$ cat src/rtl/spiMfPkg.sv
package spiMfPkg;
  localparam int DATA_W = 8;
  localparam int PRE_W  = 8;
  localparam int ADDR_W = 3;

  localparam logic [ADDR_W-1:0] ADR_CTRL = 3'd0;
  localparam logic [ADDR_W-1:0] ADR_STAT = 3'd1;
  localparam logic [ADDR_W-1:0] ADR_PRE  = 3'd2;
  localparam logic [ADDR_W-1:0] ADR_TXD  = 3'd3;
  localparam logic [ADDR_W-1:0] ADR_RXD  = 3'd4;

  localparam int CB_MASTER = 0;
  localparam int CB_DETEN  = 1;
  localparam int CB_DONEIE = 2;
  localparam int CB_FLTIE  = 3;
  localparam int CTRL_W    = 4;

  typedef struct packed {
    logic load;    // shift register <- transmit byte
    logic sample;  // capture the incoming bit
    logic shift;   // advance the shift register
    logic commit;  // write the full byte to the receive register
  } dpCtlT;
endpackage

$ cat src/rtl/spiMfDatapath.sv
module spiMfDatapath
  import spiMfPkg::*;
#(
  parameter int W = DATA_W
) (
  input  logic         clk,
  input  logic         rstN,
  input  dpCtlT        ctl,
  input  logic         txWe,
  input  logic [W-1:0] wdata,
  input  logic         inBit,
  output logic [W-1:0] txReg,
  output logic [W-1:0] rxReg,
  output logic         outBit
);
  logic [W-1:0] shiftReg;
  logic         bitLatch;
  logic [W-1:0] loadVal;

  assign loadVal = txWe ? wdata : txReg;
  assign outBit  = shiftReg[W-1];

  always_ff @(posedge clk or negedge rstN) begin
    if (!rstN) begin
      txReg    <= '0;
      rxReg    <= '1;
      shiftReg <= '0;
      bitLatch <= 1'b0;
    end else begin
      if (txWe)       txReg    <= wdata;
      if (ctl.load)   shiftReg <= loadVal;
      else if (ctl.shift) shiftReg <= {shiftReg[W-2:0], bitLatch};
      if (ctl.sample) bitLatch <= inBit;
      if (ctl.commit) rxReg    <= {shiftReg[W-2:0], inBit};
    end
  end
endmodule

$ cat src/rtl/spiMfControl.sv
module spiMfControl
  import spiMfPkg::*;
#(
  parameter int W  = DATA_W,
  parameter int PW = PRE_W
) (
  input  logic              clk,
  input  logic              rstN,
  input  logic [ADDR_W-1:0] busAddr,
  input  logic              busWe,
  input  logic [W-1:0]      busWdata,
  input  logic              ssN,
  input  logic              sckIn,
  input  logic              mosiIn,
  input  logic              misoIn,
  output dpCtlT             ctl,
  output logic              txWe,
  output logic              inBit,
  output logic [CTRL_W-1:0] ctrlReg,
  output logic [PW-1:0]     preReg,
  output logic              readyFlag,
  output logic              faultFlag,
  output logic              busy,
  output logic              sckReg,
  output logic              slaveSel,
  output logic              irq
);
  localparam int CNT_W = $clog2(W + 1);
  localparam logic [CNT_W-1:0] LAST = CNT_W'(W - 1);
  localparam logic [CNT_W-1:0] FULL = CNT_W'(W);

  logic [1:0] ssSy, sckSy, mosiSy;
  logic ssLow, ssLowPrev, sckPrev, sckRise, sckFall;
  logic masterMode, faultHit, masterStart, slaveStart, tick;
  logic ctrlWe, statWe, preWe;
  logic mSample, mShift, sSample, sShift;
  logic [PW-1:0] divCnt;
  logic [CNT_W-1:0] bitCnt, slvCnt;

  // two-flop synchronizers for the asynchronous pin inputs
  always_ff @(posedge clk or negedge rstN) begin
    if (!rstN) begin
      ssSy <= 2'b11; sckSy <= 2'b00; mosiSy <= 2'b00;
      ssLowPrev <= 1'b0; sckPrev <= 1'b0;
    end else begin
      ssSy <= {ssSy[0], ssN}; sckSy <= {sckSy[0], sckIn}; mosiSy <= {mosiSy[0], mosiIn};
      ssLowPrev <= ssLow; sckPrev <= sckSy[1];
    end
  end

  assign ssLow   = !ssSy[1];
  assign sckRise = sckSy[1] && !sckPrev;
  assign sckFall = !sckSy[1] && sckPrev;

  assign masterMode = ctrlReg[CB_MASTER];
  assign ctrlWe = busWe && (busAddr == ADR_CTRL);
  assign statWe = busWe && (busAddr == ADR_STAT);
  assign preWe  = busWe && (busAddr == ADR_PRE);
  assign txWe   = busWe && (busAddr == ADR_TXD);

  assign faultHit    = masterMode && ctrlReg[CB_DETEN] && ssLow;
  assign masterStart = txWe && masterMode && !busy && !faultHit;
  assign slaveSel    = !masterMode && ssLow;
  assign slaveStart  = slaveSel && !ssLowPrev;
  assign tick        = busy && (divCnt == preReg);

  // master strobes: rising SCK samples, falling SCK shifts
  assign mSample = tick && !sckReg && !faultHit;
  assign mShift  = tick && sckReg && (bitCnt != FULL) && !faultHit;
  // slave strobes follow the synchronized pin clock
  assign sSample = slaveSel && !slaveStart && sckRise && (slvCnt < FULL);
  assign sShift  = slaveSel && !slaveStart && sckFall && (slvCnt != '0) && (slvCnt < FULL);

  assign ctl.load   = masterStart || slaveStart;
  assign ctl.sample = mSample || sSample;
  assign ctl.shift  = mShift || sShift;
  assign ctl.commit = (mSample && bitCnt == LAST) || (sSample && slvCnt == LAST);

  assign inBit = masterMode ? misoIn : mosiSy[1];
  assign irq   = (readyFlag && ctrlReg[CB_DONEIE]) || (faultFlag && ctrlReg[CB_FLTIE]);

  always_ff @(posedge clk or negedge rstN) begin
    if (!rstN) begin
      ctrlReg <= '0; preReg <= '0; readyFlag <= 1'b0; faultFlag <= 1'b0;
    end else begin
      if (ctrlWe) ctrlReg <= busWdata[CTRL_W-1:0];
      if (faultHit) ctrlReg[CB_MASTER] <= 1'b0;
      if (preWe) preReg <= busWdata[PW-1:0];
      if (faultHit) faultFlag <= 1'b1;
      else if (statWe && busWdata[1]) faultFlag <= 1'b0;
      if (ctl.commit) readyFlag <= 1'b1;
      else if (masterStart || (statWe && busWdata[0])) readyFlag <= 1'b0;
    end
  end

  // master clock generator and bit counter
  always_ff @(posedge clk or negedge rstN) begin
    if (!rstN) begin
      busy <= 1'b0; sckReg <= 1'b0; divCnt <= '0; bitCnt <= '0;
    end else if (faultHit) begin
      busy <= 1'b0; sckReg <= 1'b0; divCnt <= '0;
    end else if (masterStart) begin
      busy <= 1'b1; sckReg <= 1'b0; divCnt <= '0; bitCnt <= '0;
    end else if (busy) begin
      if (tick) begin
        divCnt <= '0;
        sckReg <= !sckReg;
        if (!sckReg) bitCnt <= bitCnt + 1'b1;
        else if (bitCnt == FULL) busy <= 1'b0;
      end else begin
        divCnt <= divCnt + 1'b1;
      end
    end
  end

  always_ff @(posedge clk or negedge rstN) begin
    if (!rstN) slvCnt <= '0;
    else if (slaveStart) slvCnt <= '0;
    else if (sSample) slvCnt <= slvCnt + 1'b1;
  end
endmodule

$ cat src/rtl/spiMfPort.sv
module spiMfPort
  import spiMfPkg::*;
(
  input  logic              clk,
  input  logic              rstN,
  input  logic [ADDR_W-1:0] busAddr,
  input  logic              busWe,
  input  logic [DATA_W-1:0] busWdata,
  output logic [DATA_W-1:0] busRdata,
  output logic              irq,
  input  logic              ssN,
  input  logic              sckIn,
  output logic              sckOut,
  output logic              sckOe,
  input  logic              mosiIn,
  output logic              mosiOut,
  output logic              mosiOe,
  input  logic              misoIn,
  output logic              misoOut,
  output logic              misoOe
);
  dpCtlT ctl;
  logic txWe, inBit, outBit, readyFlag, faultFlag, busy, sckReg, slaveSel, masterMode;
  logic [CTRL_W-1:0] ctrlReg;
  logic [PRE_W-1:0]  preReg;
  logic [DATA_W-1:0] txReg, rxReg;

  spiMfControl #(.W(DATA_W), .PW(PRE_W)) u_ctrl (
    .clk, .rstN, .busAddr, .busWe, .busWdata, .ssN, .sckIn, .mosiIn, .misoIn,
    .ctl, .txWe, .inBit, .ctrlReg, .preReg, .readyFlag, .faultFlag, .busy,
    .sckReg, .slaveSel, .irq
  );

  spiMfDatapath #(.W(DATA_W)) u_dp (
    .clk, .rstN, .ctl, .txWe, .wdata(busWdata), .inBit, .txReg, .rxReg, .outBit
  );

  assign masterMode = ctrlReg[CB_MASTER];
  assign sckOut  = sckReg;
  assign sckOe   = masterMode;
  assign mosiOut = outBit;
  assign mosiOe  = masterMode && busy;
  assign misoOut = outBit;
  assign misoOe  = slaveSel;

  always_comb begin
    busRdata = '0;
    case (busAddr)
      ADR_CTRL: busRdata = DATA_W'(ctrlReg);
      ADR_STAT: busRdata = DATA_W'({busy, faultFlag, readyFlag});
      ADR_PRE:  busRdata = DATA_W'(preReg);
      ADR_TXD:  busRdata = txReg;
      ADR_RXD:  busRdata = rxReg;
      default:  busRdata = '0;
    endcase
  end
endmodule

$ cat config.mk
export PLATFORM = sky130hd
export DESIGN_NAME = spiMfPort
export DESIGN_NICKNAME = d
export VERILOG_FILES = /design/src/rtl/spiMfPkg.sv /design/src/rtl/spiMfDatapath.sv /design/src/rtl/spiMfControl.sv /design/src/rtl/spiMfPort.sv
export SDC_FILE = /design/constraint.sdc
export NUM_CORES = 1
export LEC_CHECK = 0
export BUFFER_PORTS_ARGS = -buffer_cell sky130_fd_sc_hd__buf_2
export CORE_MARGIN = 2
export CORE_UTILIZATION = 35
export CTS_BUF_LIST = sky130_fd_sc_hd__clkbuf_16
export DETAILED_ROUTE_END_ITERATION = 16
export PLACE_DENSITY = 0.65
export SLEW_MARGIN = 15
export SYNTH_ARGS = -nofsm -noshare
export SYNTH_HDL_FRONTEND = slang
export SYNTH_HIERARCHICAL = 1
export SYNTH_SLANG_ARGS = --single-unit
$ cat constraint.sdc
create_clock -name clk -period 2.12 [get_ports clk]
set_input_delay 0.212 -clock clk [delete_from_list [all_inputs] [get_ports clk]]
set_output_delay 0.212 -clock clk [all_outputs]
set_load 0.005 [all_outputs]
Word level (Yosys, flattened, before mapping)
Index checks and enable logic that the tools add are counted.
{"block": "word_totals", "regBits": 65, "latchBits": 0, "ram_bits": 0, "romBits": 0, "wordCells": 125, "mem_count": 0}
{"block": "op_classes", "addsub": 3, "n_mul": 0, "n_div": 0, "magnitude_cmp": 1, "n_eq_ne": 10, "shift": 0, "muxes": 31, "bitwise": 1, "reduce_logical": 60}
{"operator": "8-bit 2-to-1 mux", "count": 7}
{"operator": "8-bit one-hot mux with 5 select lines", "count": 1}
{"operator": "1-bit logical AND", "count": 32}
{"operator": "4-bit 2-to-1 mux", "count": 6}
{"operator": "1-bit 2-to-1 mux", "count": 17}
{"operator": "2-bit nonzero test", "count": 7}
{"operator": "1-bit logical NOT", "count": 9}
{"operator": "4-bit by 1-bit adder with 4-bit output, second input constant", "count": 2}
{"operator": "8-bit by 1-bit adder with 8-bit output, second input constant", "count": 1}
{"operator": "4-bit by 3-bit equality test with 1-bit output, second input constant", "count": 2}
{"operator": "8-bit equality test", "count": 1}
{"operator": "3-bit by 2-bit equality test with 1-bit output, second input constant", "count": 2}
{"operator": "1-bit logical OR", "count": 6}
{"operator": "3-bit nonzero test", "count": 2}
{"operator": "4-bit equality test, second input constant", "count": 1}
{"operator": "4-bit less-than comparator, second input constant", "count": 1}
{"operator": "4-bit != test, second input constant", "count": 1}
{"operator": "4-bit AND reduction", "count": 1}
{"operator": "4-bit nonzero test", "count": 1}
{"operator": "3-bit by 1-bit equality test with 1-bit output, second input constant", "count": 1}
{"operator": "3-bit equality test, second input constant", "count": 1}
{"operator": "3-bit logical NOT", "count": 1}
{"operator": "2-bit != test, second input constant", "count": 1}
{"operator": "2-bit AND reduction", "count": 1}
{"operator": "1-bit NOT", "count": 1}

Longest topological paths before layout
{"block": "depth", "word_depth": 11, "mapped_depth": 9, "depth_no_buf": 8}

By module
The synthesis kept the hierarchy.
{"mod": "spiMfControl", "n_inst": 1, "cells_each": 177, "area_per_inst_um2": 1938.1, "seq_area_each_um2": 1003.5}
{"mod": "spiMfDatapath", "n_inst": 1, "cells_each": 62, "area_per_inst_um2": 1099.8, "seq_area_each_um2": 635.6}
{"mod": "spiMfPort", "n_inst": 1, "cells_each": 41, "area_per_inst_um2": 297.8, "seq_area_each_um2": 0.0}

Worst setup path before layout
OpenSTA, ideal clock, no wires.
{"block": "synth_timing", "path_type": "register to register", "from": "register u_ctrl.ctrlReg[0]", "to": "register u_dp.shiftReg[0]", "setup_time_ps": 125, "t_arrival_ps": 2160, "t_required_ps": 1995, "setup_slack_ps": -165, "stages_incl_launch_ff": 9, "n_path_buf": 2, "path_cell_list": "dfrtp_1 buf_2 nor2_1 o21ai_0 or4b_2 nand2_1 buf_6 mux2_1 mux2_4"}
{"item": "start, declared", "line_no": "spiMfControl.sv:19", "text": "output logic [CTRL_W-1:0] ctrlReg,"}
{"item": "start signal, assigned", "line_no": "spiMfControl.sv:86", "text": "if (ctrlWe) ctrlReg <= busWdata[CTRL_W-1:0];"}
{"item": "end signal, assigned", "line_no": "spiMfDatapath.sv:31", "text": "if (ctl.load) shiftReg <= loadVal;"}
{"item": "end signal, assigned", "line_no": "spiMfDatapath.sv:32", "text": "else if (ctl.shift) shiftReg <= {shiftReg[W-2:0], bitLatch};"}
{"item": "end, declared", "line_no": "spiMfDatapath.sv:16", "text": "logic [W-1:0] shiftReg;"}

==> impl_metrics.ini <==
[clock_network]
htree_levels = 3
cts_buffers = 9
cts_tree = done
root_buffer = clkbuf_16
clockBufferDepth = 2
clk_latency_ns = 0.32
cts_sinks = 65
clk_pin_slew_ns = 0.05

[yosys]
synth_edf_count = 0
synth_nets = 303
netlist_instances = 280
synth.distinct_cells = 49
ys_seq_area_frac = 0.4914
syn_area_um2 = 3336
synth.area.mux_share = 0.2104
synthAdderAreaFrac = 0.01875
synth_xor_area_frac = 0.04201
synthArstFlopShare = 1.000
yosys.area_share.simple = 0.1418
ys_seq_elements = 65
synth_top_family_by_area = multiplexers
ys_warn_count = 6
postSynthAreaPerCell_um2 = 11.91
synth_compound_gate_area_share = 0.05889
ys.flop_type = dfrtp_1

[routing]
drcViolationCount = 0
routedWlPerCell_um = 15.38
drt-total-wl_um = 7274
vias_per_cell = 4.951
drtIter0Drc = 98
vias = 2342
dr.pass1.iters = 4
ant_nets = 0

[global_routing]
antenna_found_initial = 0
use_met2 = 0.2414
met1_usage = 0.2100
grt_overflow = 0
first_global_vias = 2380
use_met3 = 0.04486
grt_pass1_wl_um = 12050
grtUsageTotal = 0.1537
grt_busiest_layer = met2
grt_max_degree = 66

[worst_setup_path]
cp_common_cell = mux2_4
path_buf_inv = 3
worst_path_max_delay_cell = or4b_4
crit_chain = inv_1 -> ha_2 -> inv_2 -> o21ai_1 -> or4b_4 -> nand2_4 -> buf_12 -> mux2_4 -> mux2_4
critPathKind = reg -> reg
path_delay_family = simple AND/OR/NAND/NOR gates
path_max_fanout = 8
crit_required_ns = 2.32
worstSetupEndpointType = flip-flop
cp-start-kind = flip-flop
worstPathArrival_ns = 2.27
slowest_delay_ns = 0.51

[finish]
drive_gt1_frac = 0.4302
area_delta_synth_final_pct = 26.22
diodes = 0
n_fill_cell = 849
final_cell_mix = dfrtp_1, buf_2, mux2_2
final_common_cell = dfrtp_1
stdcell_area_um2 = 4210
nNetsFinal = 362
fin_cells = 473

[floorplanning]
rows = 35
die-area_um2 = 10330
fp.dieW_um = 101.6
die_h_um = 101.6
core_um2 = 9240
ios = 33
start_util = 0.3610

[sta]
holdWs_ns = 0.1466
setup_viol = 0
post-route-period-util = 0.9721
hold_violations = 0
fmax_mhz = 485.2
slew_violations = 0
worst_slew_pin_slew_ns = 0.4182
slew_headroom = 0.7174
rsz0062_at_grt = true
clock_skew_ns = 0.004286
setup_ws_ns = 0.05908
period_needed_ns = 2.061

[pwr]
ir_worst_vdd_mv = 0.4567
p_total_mw = 4.684
leakage_nw = 1.937
powerDensity_nw_per_um2 = 1113

[run]
maxCapViolations = 0

[place]
placed_cell_area_um2 = 3810
placed_cells_incl_taps = 451
pre_cts_slack_ns = 0.04327
hpwl_um = 5175
gp_congestion = 0.8347
io_buffer_count = 32

[min_path]
hp-class = in -> reg

[run_status]
outcome = complete, no violations
## stage by stage
stage / setup TNS (ns) / utilization
6_report: 0 / 0.4557
5_1_grt: -0.1003 / 0.4557
4_1_cts: 0 / 0.4513
3_5_place_dp: 0 / 0.4123
3_3_place_gp: 0 / 0.4123
2_1_floorplan: 0 / -
## kinds of logic (layout without fill, tap and decap cells)
logic type | Yosys count | in the layout
and+or+nand+nor | 84 | 84
AOI/OAI and AO/OA | 31 | 31
adders and majority gates | 5 | 5
DFF | 65 | 65
buffers and inverters | 21 | 85
xor gates and xnor gates | 16 | 16
muxes | 58 | 58
## final timing paths
| kind | startpoint | to | slack, ns | cells after the start |
|---|---|---|---|---|
| hold / removal | busWdata[7] | u_ctrl/preReg[7]$_DFFE_PN0P_ | 0.15 | 2 |
| setup / recovery | u_ctrl/slvCnt[0]$_DFFE_PN0P_ | u_dp/shiftReg[7]$_DFFE_PN0P_ | 0.06 | 9 |
| setup reg to reg | u_ctrl/slvCnt[0]$_DFFE_PN0P_ | u_dp/shiftReg[7]$_DFFE_PN0P_ | 0.06 | 9 |
| max in group asynchronous | rstN | u_dp/rxReg[2]$_DFFE_PN1P_ | 1.34 | 3 |
| hold reg to reg | u_ctrl/mosiSy[0]$_DFF_PN0_ | u_ctrl/mosiSy[1]$_DFF_PN0_ | 0.35 | 0 |
| min in group asynchronous | rstN | u_dp/shiftReg[3]$_DFFE_PN0P_ | 0.43 | 3 |
## cells in the mapped netlist (4+ instances only)
cell	instances	area share
dfrtp_1	55	0.41
inv_1	7	0.0079
nor3_1	4	0.0060
buf_6	4	0.014
nor2_1	19	0.021
mux2_4	16	0.072
buf_2	6	0.0090
o21ai_0	10	0.015
mux2_2	25	0.084
nand3_1	5	0.0075
dfstp_2	10	0.079
mux2_1	8	0.027
mux2i_1	9	0.027
ha_1	5	0.019
xor2_1	9	0.024
nor3b_1	4	0.0090
nand2b_1	7	0.013
xnor2_1	7	0.018
a21oi_1	4	0.0060
nand2_1	23	0.026
## flip-flops by register name, indices dropped and copies added, names as in the netlist
| name | cells |
|---|---|
| u_ctrl/preReg | 8 |
| u_ctrl/mosiSy | 2 |
| u_ctrl/bitCnt | 4 |
| u_ctrl/ctrlReg | 4 |
| u_ctrl/busy | 1 |
| u_dp/shiftReg | 8 |
| u_dp/rxReg | 8 |
| u_ctrl/divCnt | 8 |
| u_ctrl/faultFlag | 1 |
| u_dp/bitLatch | 1 |
| u_ctrl/ssSy | 2 |
| u_ctrl/slvCnt | 4 |
| u_ctrl/ssLowPrev | 1 |
| u_ctrl/readyFlag | 1 |
| u_dp/txReg | 8 |
| u_ctrl/sckSy | 2 |
| u_ctrl/sckReg | 1 |
| u_ctrl/sckPrev | 1 |
## power breakdown
part | total (mW) | internal (mW) | switching [mW]
combinational | 1.28 | 0.749 | 0.533
sequential | 1.84 | 1.56 | 0.289
clock | 1.56 | 1.03 | 0.531
total | 4.68 | 3.33 | 1.35
## routing by layer
layer	vias to the layer above	part of all wire
li1	1109	-
met1	1185	0.48
met2	44	0.47
met3	4	0.038
met4	0	0.0056
met5	-	0
## what timing repair did
action                                 in CTS  in global routing
setup buffers                               0                  2
hold buffers                                4                  0
endpoints found under the hold margin      58                  0
resized for setup                           0                  7
setup endpoints to repair                   0                 16
## layout make-up
type | instances | area, µm² | area share
clock inverters | 7 | 95.09 | 0.02259
inverters | 7 | 26.28 | 0.006241
well taps | 129 | 161.4 | 0.03834
multi-input cells | 194 | 1638 | 0.3890
repair buffers | 62 | 424.2 | 0.1007
clock buffers | 9 | 225.2 | 0.05349
flip-flops and latches | 65 | 1640 | 0.3896
No activity file was read; power rests on OpenSTA's default activity.
